### config.mk
export PLATFORM = sky130hd
export DESIGN_NAME = ptr_addr_gen
export DESIGN_NICKNAME = d
export VERILOG_FILES = /design/src/rtl/agen_pkg.sv /design/src/rtl/agen_scale.sv /design/src/rtl/agen_wrap.sv /design/src/rtl/agen_core.sv /design/src/rtl/ptr_addr_gen.sv
export SDC_FILE = /design/constraint.sdc
export NUM_CORES = 1
export LEC_CHECK = 0
export ABC_CLOCK_PERIOD_IN_PS = 1100
export BUFFER_PORTS_ARGS = -buffer_cell sky130_fd_sc_hd__clkbuf_2
export CORE_MARGIN = 2
export CORE_UTILIZATION = 35
export DETAILED_ROUTE_END_ITERATION = 8
export PLACE_DENSITY = 0.6
export SLEW_MARGIN = 20
export SYNTH_ARGS = -nofsm -noshare
export SYNTH_HDL_FRONTEND = slang
export SYNTH_SLANG_ARGS = --single-unit
### constraint.sdc
create_clock -name clk -period 1.1 [get_ports clk]
set_input_delay 0.11 -clock clk [delete_from_list [all_inputs] [get_ports clk]]
set_output_delay 0.11 -clock clk [all_outputs]
set_load 0.05 [all_outputs]
### src/rtl/agen_pkg.sv
package agen_pkg;
    localparam int ADDR_W = 32;

    typedef enum logic [2:0] {
        M_PLAIN    = 3'd0,
        M_POST_INC = 3'd1,
        M_POST_DEC = 3'd2,
        M_PRE_INC  = 3'd3,
        M_PRE_DEC  = 3'd4,
        M_OFS_ADD  = 3'd5,
        M_OFS_SUB  = 3'd6,
        M_RSVD     = 3'd7
    } agen_mode_e;

    localparam logic [1:0] SZ_DBL = 2'd3;

    typedef struct packed {
        logic [ADDR_W-1:0] addr;
        logic [ADDR_W-1:0] ptr;
        logic              wb;
    } agen_res_t;
endpackage

### src/rtl/agen_scale.sv
module agen_scale #(
    parameter int OFS_W = 15
) (
    input  logic [OFS_W-1:0]            ofs_i,
    input  logic [1:0]                  size_i,
    output logic [agen_pkg::ADDR_W-1:0] scaled_o
);
    import agen_pkg::*;
    localparam int PAD_W = ADDR_W - OFS_W;

    logic [ADDR_W-1:0] wide;
    assign wide     = {{PAD_W{1'b0}}, ofs_i};
    assign scaled_o = wide << size_i;
endmodule

### src/rtl/agen_wrap.sv
module agen_wrap #(
    parameter int KW = 5
) (
    input  logic [agen_pkg::ADDR_W-1:0] base_i,
    input  logic [agen_pkg::ADDR_W-1:0] lin_i,
    input  logic                        en_i,
    input  logic [KW-1:0]               k_i,
    output logic [agen_pkg::ADDR_W-1:0] out_o
);
    import agen_pkg::*;
    localparam int CW = KW + 8;

    for (genvar i = 0; i < ADDR_W; i++) begin : g_bit
        localparam logic [CW-1:0] IDX = CW'(i);
        logic keep_upper;
        assign keep_upper = en_i && (IDX >= CW'(k_i));
        assign out_o[i]   = keep_upper ? base_i[i] : lin_i[i];
    end
endmodule

### src/rtl/agen_core.sv
module agen_core #(
    parameter int OFS_W        = 15,
    parameter int KW           = 5,
    parameter int BLK_MAX_LOG2 = 16,
    parameter int CIRC_LO      = 4,
    parameter int CIRC_HI      = 7
) (
    input  logic [agen_pkg::ADDR_W-1:0] base_i,
    input  logic [OFS_W-1:0]            ofs_i,
    input  logic [1:0]                  size_i,
    input  logic [2:0]                  mode_i,
    input  logic [3:0]                  reg_i,
    input  logic                        circ_en_i,
    input  logic [KW-1:0]               blk_log2_i,
    output agen_pkg::agen_res_t         res_d
);
    import agen_pkg::*;
    localparam logic [KW-1:0] K_MIN = KW'(1);
    localparam logic [KW-1:0] K_MAX = KW'(BLK_MAX_LOG2);
    localparam logic [3:0]    R_LO  = 4'(CIRC_LO);
    localparam logic [3:0]    R_HI  = 4'(CIRC_HI);

    logic [ADDR_W-1:0] scaled;
    logic [ADDR_W-1:0] lin     [2];
    logic [ADDR_W-1:0] wrapped [2];
    logic [KW-1:0]     k_eff;
    logic              circ_on;

    agen_scale #(.OFS_W(OFS_W)) u_scale (
        .ofs_i   (ofs_i),
        .size_i  (size_i),
        .scaled_o(scaled)
    );

    assign lin[0] = base_i + scaled;
    assign lin[1] = base_i - scaled;

    always_comb begin
        if (blk_log2_i < K_MIN)      k_eff = K_MIN;
        else if (blk_log2_i > K_MAX) k_eff = K_MAX;
        else                         k_eff = blk_log2_i;
    end

    assign circ_on = circ_en_i && (reg_i >= R_LO) && (reg_i <= R_HI)
                     && (size_i != SZ_DBL);

    for (genvar g = 0; g < 2; g++) begin : g_dir
        agen_wrap #(.KW(KW)) u_wrap (
            .base_i(base_i),
            .lin_i (lin[g]),
            .en_i  (circ_on),
            .k_i   (k_eff),
            .out_o (wrapped[g])
        );
    end

    always_comb begin
        res_d.addr = base_i;
        res_d.ptr  = base_i;
        res_d.wb   = 1'b0;
        case (agen_mode_e'(mode_i))
            M_POST_INC: begin res_d.ptr = wrapped[0]; res_d.wb = 1'b1; end
            M_POST_DEC: begin res_d.ptr = wrapped[1]; res_d.wb = 1'b1; end
            M_PRE_INC: begin
                res_d.addr = wrapped[0];
                res_d.ptr  = wrapped[0];
                res_d.wb   = 1'b1;
            end
            M_PRE_DEC: begin
                res_d.addr = wrapped[1];
                res_d.ptr  = wrapped[1];
                res_d.wb   = 1'b1;
            end
            M_OFS_ADD: res_d.addr = wrapped[0];
            M_OFS_SUB: res_d.addr = wrapped[1];
            default: ;
        endcase
    end
endmodule

### src/rtl/ptr_addr_gen.sv
module ptr_addr_gen #(
    parameter int OFS_W        = 15,
    parameter int KW           = 5,
    parameter int BLK_MAX_LOG2 = 16,
    parameter int CIRC_LO      = 4,
    parameter int CIRC_HI      = 7,
    parameter bit REG_OUT      = 1'b1
) (
    input  logic             clk,
    input  logic             rst_n,
    input  logic [31:0]      base_i,
    input  logic [OFS_W-1:0] ofs_i,
    input  logic [1:0]       size_i,
    input  logic [2:0]       mode_i,
    input  logic [3:0]       reg_i,
    input  logic             circ_en_i,
    input  logic [KW-1:0]    blk_log2_i,
    output logic [31:0]      addr_o,
    output logic [31:0]      ptr_o,
    output logic             wb_o
);
    import agen_pkg::*;

    agen_res_t res_d;
    agen_res_t res_q;

    agen_core #(
        .OFS_W(OFS_W), .KW(KW), .BLK_MAX_LOG2(BLK_MAX_LOG2),
        .CIRC_LO(CIRC_LO), .CIRC_HI(CIRC_HI)
    ) u_core (
        .base_i    (base_i),
        .ofs_i     (ofs_i),
        .size_i    (size_i),
        .mode_i    (mode_i),
        .reg_i     (reg_i),
        .circ_en_i (circ_en_i),
        .blk_log2_i(blk_log2_i),
        .res_d     (res_d)
    );

    always_ff @(posedge clk or negedge rst_n) begin
        if (!rst_n) res_q <= '0;
        else        res_q <= res_d;
    end

    if (REG_OUT) begin : g_reg
        assign addr_o = res_q.addr;
        assign ptr_o  = res_q.ptr;
        assign wb_o   = res_q.wb;

        a_r1_plain_hold: assert property (@(posedge clk) disable iff (!rst_n)
            (mode_i == 3'd0 || mode_i == 3'd7)
            |=> (!wb_o && addr_o == $past(base_i) && ptr_o == $past(base_i)));

        a_r2_post_addr: assert property (@(posedge clk) disable iff (!rst_n)
            (mode_i == 3'd1 || mode_i == 3'd2) |=> (wb_o && addr_o == $past(base_i)));

        a_r3_pre_match: assert property (@(posedge clk) disable iff (!rst_n)
            (mode_i == 3'd3 || mode_i == 3'd4) |=> (wb_o && addr_o == ptr_o));

        a_r4_offset_keep: assert property (@(posedge clk) disable iff (!rst_n)
            (mode_i == 3'd5 || mode_i == 3'd6) |=> (!wb_o && ptr_o == $past(base_i)));

        a_r7_upper_bits: assert property (@(posedge clk) disable iff (!rst_n)
            (circ_en_i && reg_i >= 4'(CIRC_LO) && reg_i <= 4'(CIRC_HI) && size_i != 2'd3)
            |=> ((ptr_o ^ $past(base_i)) >> BLK_MAX_LOG2) == 32'd0);

        a_r8_dbl_step: assert property (@(posedge clk) disable iff (!rst_n)
            (mode_i == 3'd1 && size_i == 2'd3)
            |=> (ptr_o == $past(base_i) + ({17'd0, $past(ofs_i)} << 3)));
    end else begin : g_comb
        assign addr_o = res_d.addr;
        assign ptr_o  = res_d.ptr;
        assign wb_o   = res_d.wb;
    end
endmodule

==> impl_metrics.env <==
export IMPL_status="complete, but fails checks"
export IMPL_max_freq_mhz=377
export IMPL_design_area_um2=10500
export IMPL_crit_arrival_ns=2.89
export IMPL_routed_wl_mm=23.5
export IMPL_timing_max_cap_violations=0
export IMPL_timing_hold_violations_final=0
export IMPL_ir_worst_vdd_mv=0.650
export IMPL_worstSetupEndpointType="flop"
export IMPL_h_tree_depth=3
export IMPL_initial_utilization_pct=35.9
export IMPL_dp_hpwl_mm=17.1
export IMPL_drt_iter0_markers=506
export IMPL_place_inst=1258
export IMPL_die_area_um2=18100
export IMPL_routedWlPerCell_um=18.0
export IMPL_min_period_ns=2.65
export IMPL_most_common_layout_cells="215 x sky130_fd_sc_hd__buf_4, 125 x sky130_fd_sc_hd__clkbuf_2, 65 x sky130_fd_sc_hd__dfrtp_1"
export IMPL_finalNonFillerCells=1310
export IMPL_ios=129
export IMPL_clock_tree_root_cell="sky130_fd_sc_hd__clkbuf_16"
export IMPL_tritoncts="built"
export IMPL_synth_area_top_cells="sky130_fd_sc_hd__dfrtp_1 27%, sky130_fd_sc_hd__ha_1 8.4%, sky130_fd_sc_hd__xnor2_1 6.0%"
export IMPL_die_width_um=134
export IMPL_final_seq_area_um2=1630
export IMPL_timing_hold_worst_class="in2reg"
export IMPL_detailedRoute_firstPassIterationCount=5
export IMPL_grt_pass1_wl_mm=35.5
export IMPL_power_density_over_the_cells_nw_per_um2=1210
export IMPL_clk_pin_slew_ns=0.05
export IMPL_worstPathMaxFanout=8
export IMPL_synth_top_flop_cell="sky130_fd_sc_hd__dfrtp_1"
export IMPL_num_antenna_cells=0
export IMPL_synth_top_area_share_pct=27.3
export IMPL_tritoncts_num_sinks=65
export IMPL_final_util_pct=63.2
export IMPL_routed_via_density=5.48
export IMPL_crit_required_ns=1.34
export IMPL_multi_input_combinational_cell_area_um2=5450
export IMPL_synthesis_nets=852
export IMPL_grt_max_degree=66
export IMPL_timing_slew_headroom_pct=62.5
export IMPL_syn_avg_cell_area_um2=7.98
export IMPL_timing_setup_critical_path_class="in2reg"
export IMPL_static_leakage_power_nw=4.67
export IMPL_post_layout_worst_setup_margin_ns=-1.55
export IMPL_detail_route_drc_violations=0
export IMPL_synth_edf_count=0
export IMPL_core_area_um2=16600
export IMPL_antenna_found_initial=0
export IMPL_rsz_0062_raised_after_global_routing="yes"
export IMPL_routabilityCongestion=0.925
export IMPL_post_route_period_util_pct=241
export IMPL_cts_root_to_sink_buffers=2
export IMPL_ys_warnings_count=0
export IMPL_placement_rows=47
export IMPL_cts_inserted_buffers=9
export IMPL_worst_setup_path_start_kind="primary input"
export IMPL_grt_total_usage_pct=24.9
export IMPL_syn2layout_area_growth_pct=76.3
export IMPL_synth_async_sr_flop_share_pct=100
export IMPL_holdWs_ns=0.0166
export IMPL_post_synth_num_cell_types=75
export IMPL_fin_setup_tns_ns=-80.47
export IMPL_grt_ovfl_total=0
export IMPL_final_common_cell="sky130_fd_sc_hd__buf_4"
export IMPL_drive_above_1_share_pct=57.2
export IMPL_dr_total_vias=7177
export IMPL_pin_slew_with_the_least_headroom_to_its_limit_ns=0.557
export IMPL_synth_largest_area_cell="sky130_fd_sc_hd__dfrtp_1"
export IMPL_die_y_um=134
export IMPL_vias_in_the_first_global_route=6793
export IMPL_dpl_cell_area_um2=8530
export IMPL_violations="setup timing"
export IMPL_timing_final_setup_violations=62
export IMPL_route_antenna_remaining_nets=0
export IMPL_synth_seq_cells=65
export IMPL_buffers_on_ports=126
export IMPL_layout_filler_cells=1369
export IMPL_timing_max_transition_violations_final=0
export IMPL_fin_nets=1192
export IMPL_yosysSeqAreaShare_pct=27.3
export IMPL_mappedNetlistArea_um2=5950
export IMPL_post_synthesis_instance_total=746
[metrics by stage]
step | total power (W) | setup slack, ns
after floorplan | 0.00622 | -1.63
after global placement | 0.00816 | -2.12
after detailed placement | 0.00820 | -2.15
after CTS | 0.0122 | -1.48
after global routing | 0.0132 | -1.67
final | 0.0127 | -1.55
[what timing repair did]
item | CTS | global route
setup buffers | 30 | 17
gates resized for setup | 214 | 75
hold endpoints to repair | 65 | 0
setup endpoints to repair | 63 | 62
pin swaps | 115 | 77
hold buffers | 1 | 0
[cells in the mapped netlist, types with 6 or more instances]
cell type                  number
sky130_fd_sc_hd__nand3_1       24
sky130_fd_sc_hd__a22oi_1        7
sky130_fd_sc_hd__or3_1         15
sky130_fd_sc_hd__a31oi_1       16
sky130_fd_sc_hd__o21ai_1       11
sky130_fd_sc_hd__clkbuf_1      28
sky130_fd_sc_hd__xnor2_1       41
sky130_fd_sc_hd__a221o_1        6
sky130_fd_sc_hd__o21a_1         7
sky130_fd_sc_hd__mux2_2        10
sky130_fd_sc_hd__dfrtp_1       65
sky130_fd_sc_hd__o221ai_1      14
sky130_fd_sc_hd__ha_1          40
sky130_fd_sc_hd__inv_1         36
sky130_fd_sc_hd__o211ai_1      15
sky130_fd_sc_hd__a21oi_1       40
sky130_fd_sc_hd__or2_2          9
sky130_fd_sc_hd__o21bai_1       9
sky130_fd_sc_hd__nor2b_1       11
sky130_fd_sc_hd__nand2b_1       9
sky130_fd_sc_hd__o21ai_0       60
sky130_fd_sc_hd__a21o_1         7
sky130_fd_sc_hd__nor2_1        63
sky130_fd_sc_hd__and3_1         6
sky130_fd_sc_hd__o31ai_1       10
sky130_fd_sc_hd__buf_2         10
sky130_fd_sc_hd__xor2_1        11
sky130_fd_sc_hd__nor3_1        16
sky130_fd_sc_hd__mux2i_1        6
sky130_fd_sc_hd__nand2_1       70
sky130_fd_sc_hd__and2_1        10
[critical path, stage by stage]
cell and delay [ns]:
sky130_fd_sc_hd__clkbuf_16 0.13, sky130_fd_sc_hd__buf_6 0.09, sky130_fd_sc_hd__mux2i_2 0.20, sky130_fd_sc_hd__nor2_1 0.05, sky130_fd_sc_hd__a21oi_1 0.12, sky130_fd_sc_hd__buf_4 0.17
sky130_fd_sc_hd__ha_4 0.23, sky130_fd_sc_hd__o211ai_1 0.27, sky130_fd_sc_hd__a21oi_4 0.11, sky130_fd_sc_hd__o21ai_2 0.20, sky130_fd_sc_hd__o21a_4 0.17, sky130_fd_sc_hd__o41ai_4 0.06
sky130_fd_sc_hd__buf_4 0.19, sky130_fd_sc_hd__or4_4 0.44, sky130_fd_sc_hd__o32ai_2 0.13, sky130_fd_sc_hd__xor2_1 0.21
[registers in the layout, indices dropped and copies added (netlist names)]
signal / cells
ptr_o: 32
addr_o: 32
wb_o: 1
[logic make-up (layout without fill, tap and decap cells)]
| group | Yosys count | count (layout) | synth area share, % |
|---|---|---|---|
| and+or+nand+nor | 255 | 255 | 21.0 |
| AOI/OAI and AO/OA | 233 | 233 | 26.4 |
| buffers and inverters | 83 | 427 | 5.64 |
| DFF | 65 | 65 | 27.3 |
| xor gates and xnor gates | 52 | 52 | 7.65 |
| adders and majority gates | 42 | 42 | 9.09 |
| muxes | 16 | 16 | 2.90 |
[worst paths after layout]
path	start	endpoint	slack, ns	cells after the start
worst max-delay path	size_i[0]	ptr_o[29]	-1.55	16
worst min-delay path	base_i[31]	addr_o[31]	0.02	2
max in group asynchronous	rst_n	ptr_o[18]	0.48	3
min in group asynchronous	rst_n	ptr_o[6]	0.31	3
[cell type report]
| class | instances | area share, % |
|---|---|---|
| multi-input cells | 598 | 52.0 |
| repair buffers | 373 | 25.5 |
| flip-flops and latches | 65 | 15.5 |
| well taps | 220 | 2.62 |
| clock buffers | 12 | 2.35 |
| inverters | 39 | 1.44 |
| clock inverters | 3 | 0.620 |
[where the power goes]
| group | switching (W) | total, W | leakage [nW] | internal [W] |
|---|---|---|---|---|
| combinational | 0.00405 | 0.00685 | 3.75 | 0.00281 |
| sequential | 0.0000796 | 0.00277 | 0.767 | 0.00269 |
| clock | 0.00100 | 0.00303 | 0.153 | 0.00203 |
| total | 0.00513 | 0.0127 | 4.67 | 0.00752 |
[per-layer routing]
layer | vias to the layer above | track usage, % | share of wire [%]
li1 | 3370 | - | -
met4 | 0 | 7.66 | 2.8
met3 | 53 | 2.57 | 6.2
met2 | 301 | 41.9 | 48
met1 | 3453 | 33.8 | 43
met5 | - | 0 | 0
Note: power is estimated with default switching activity, not from simulation.
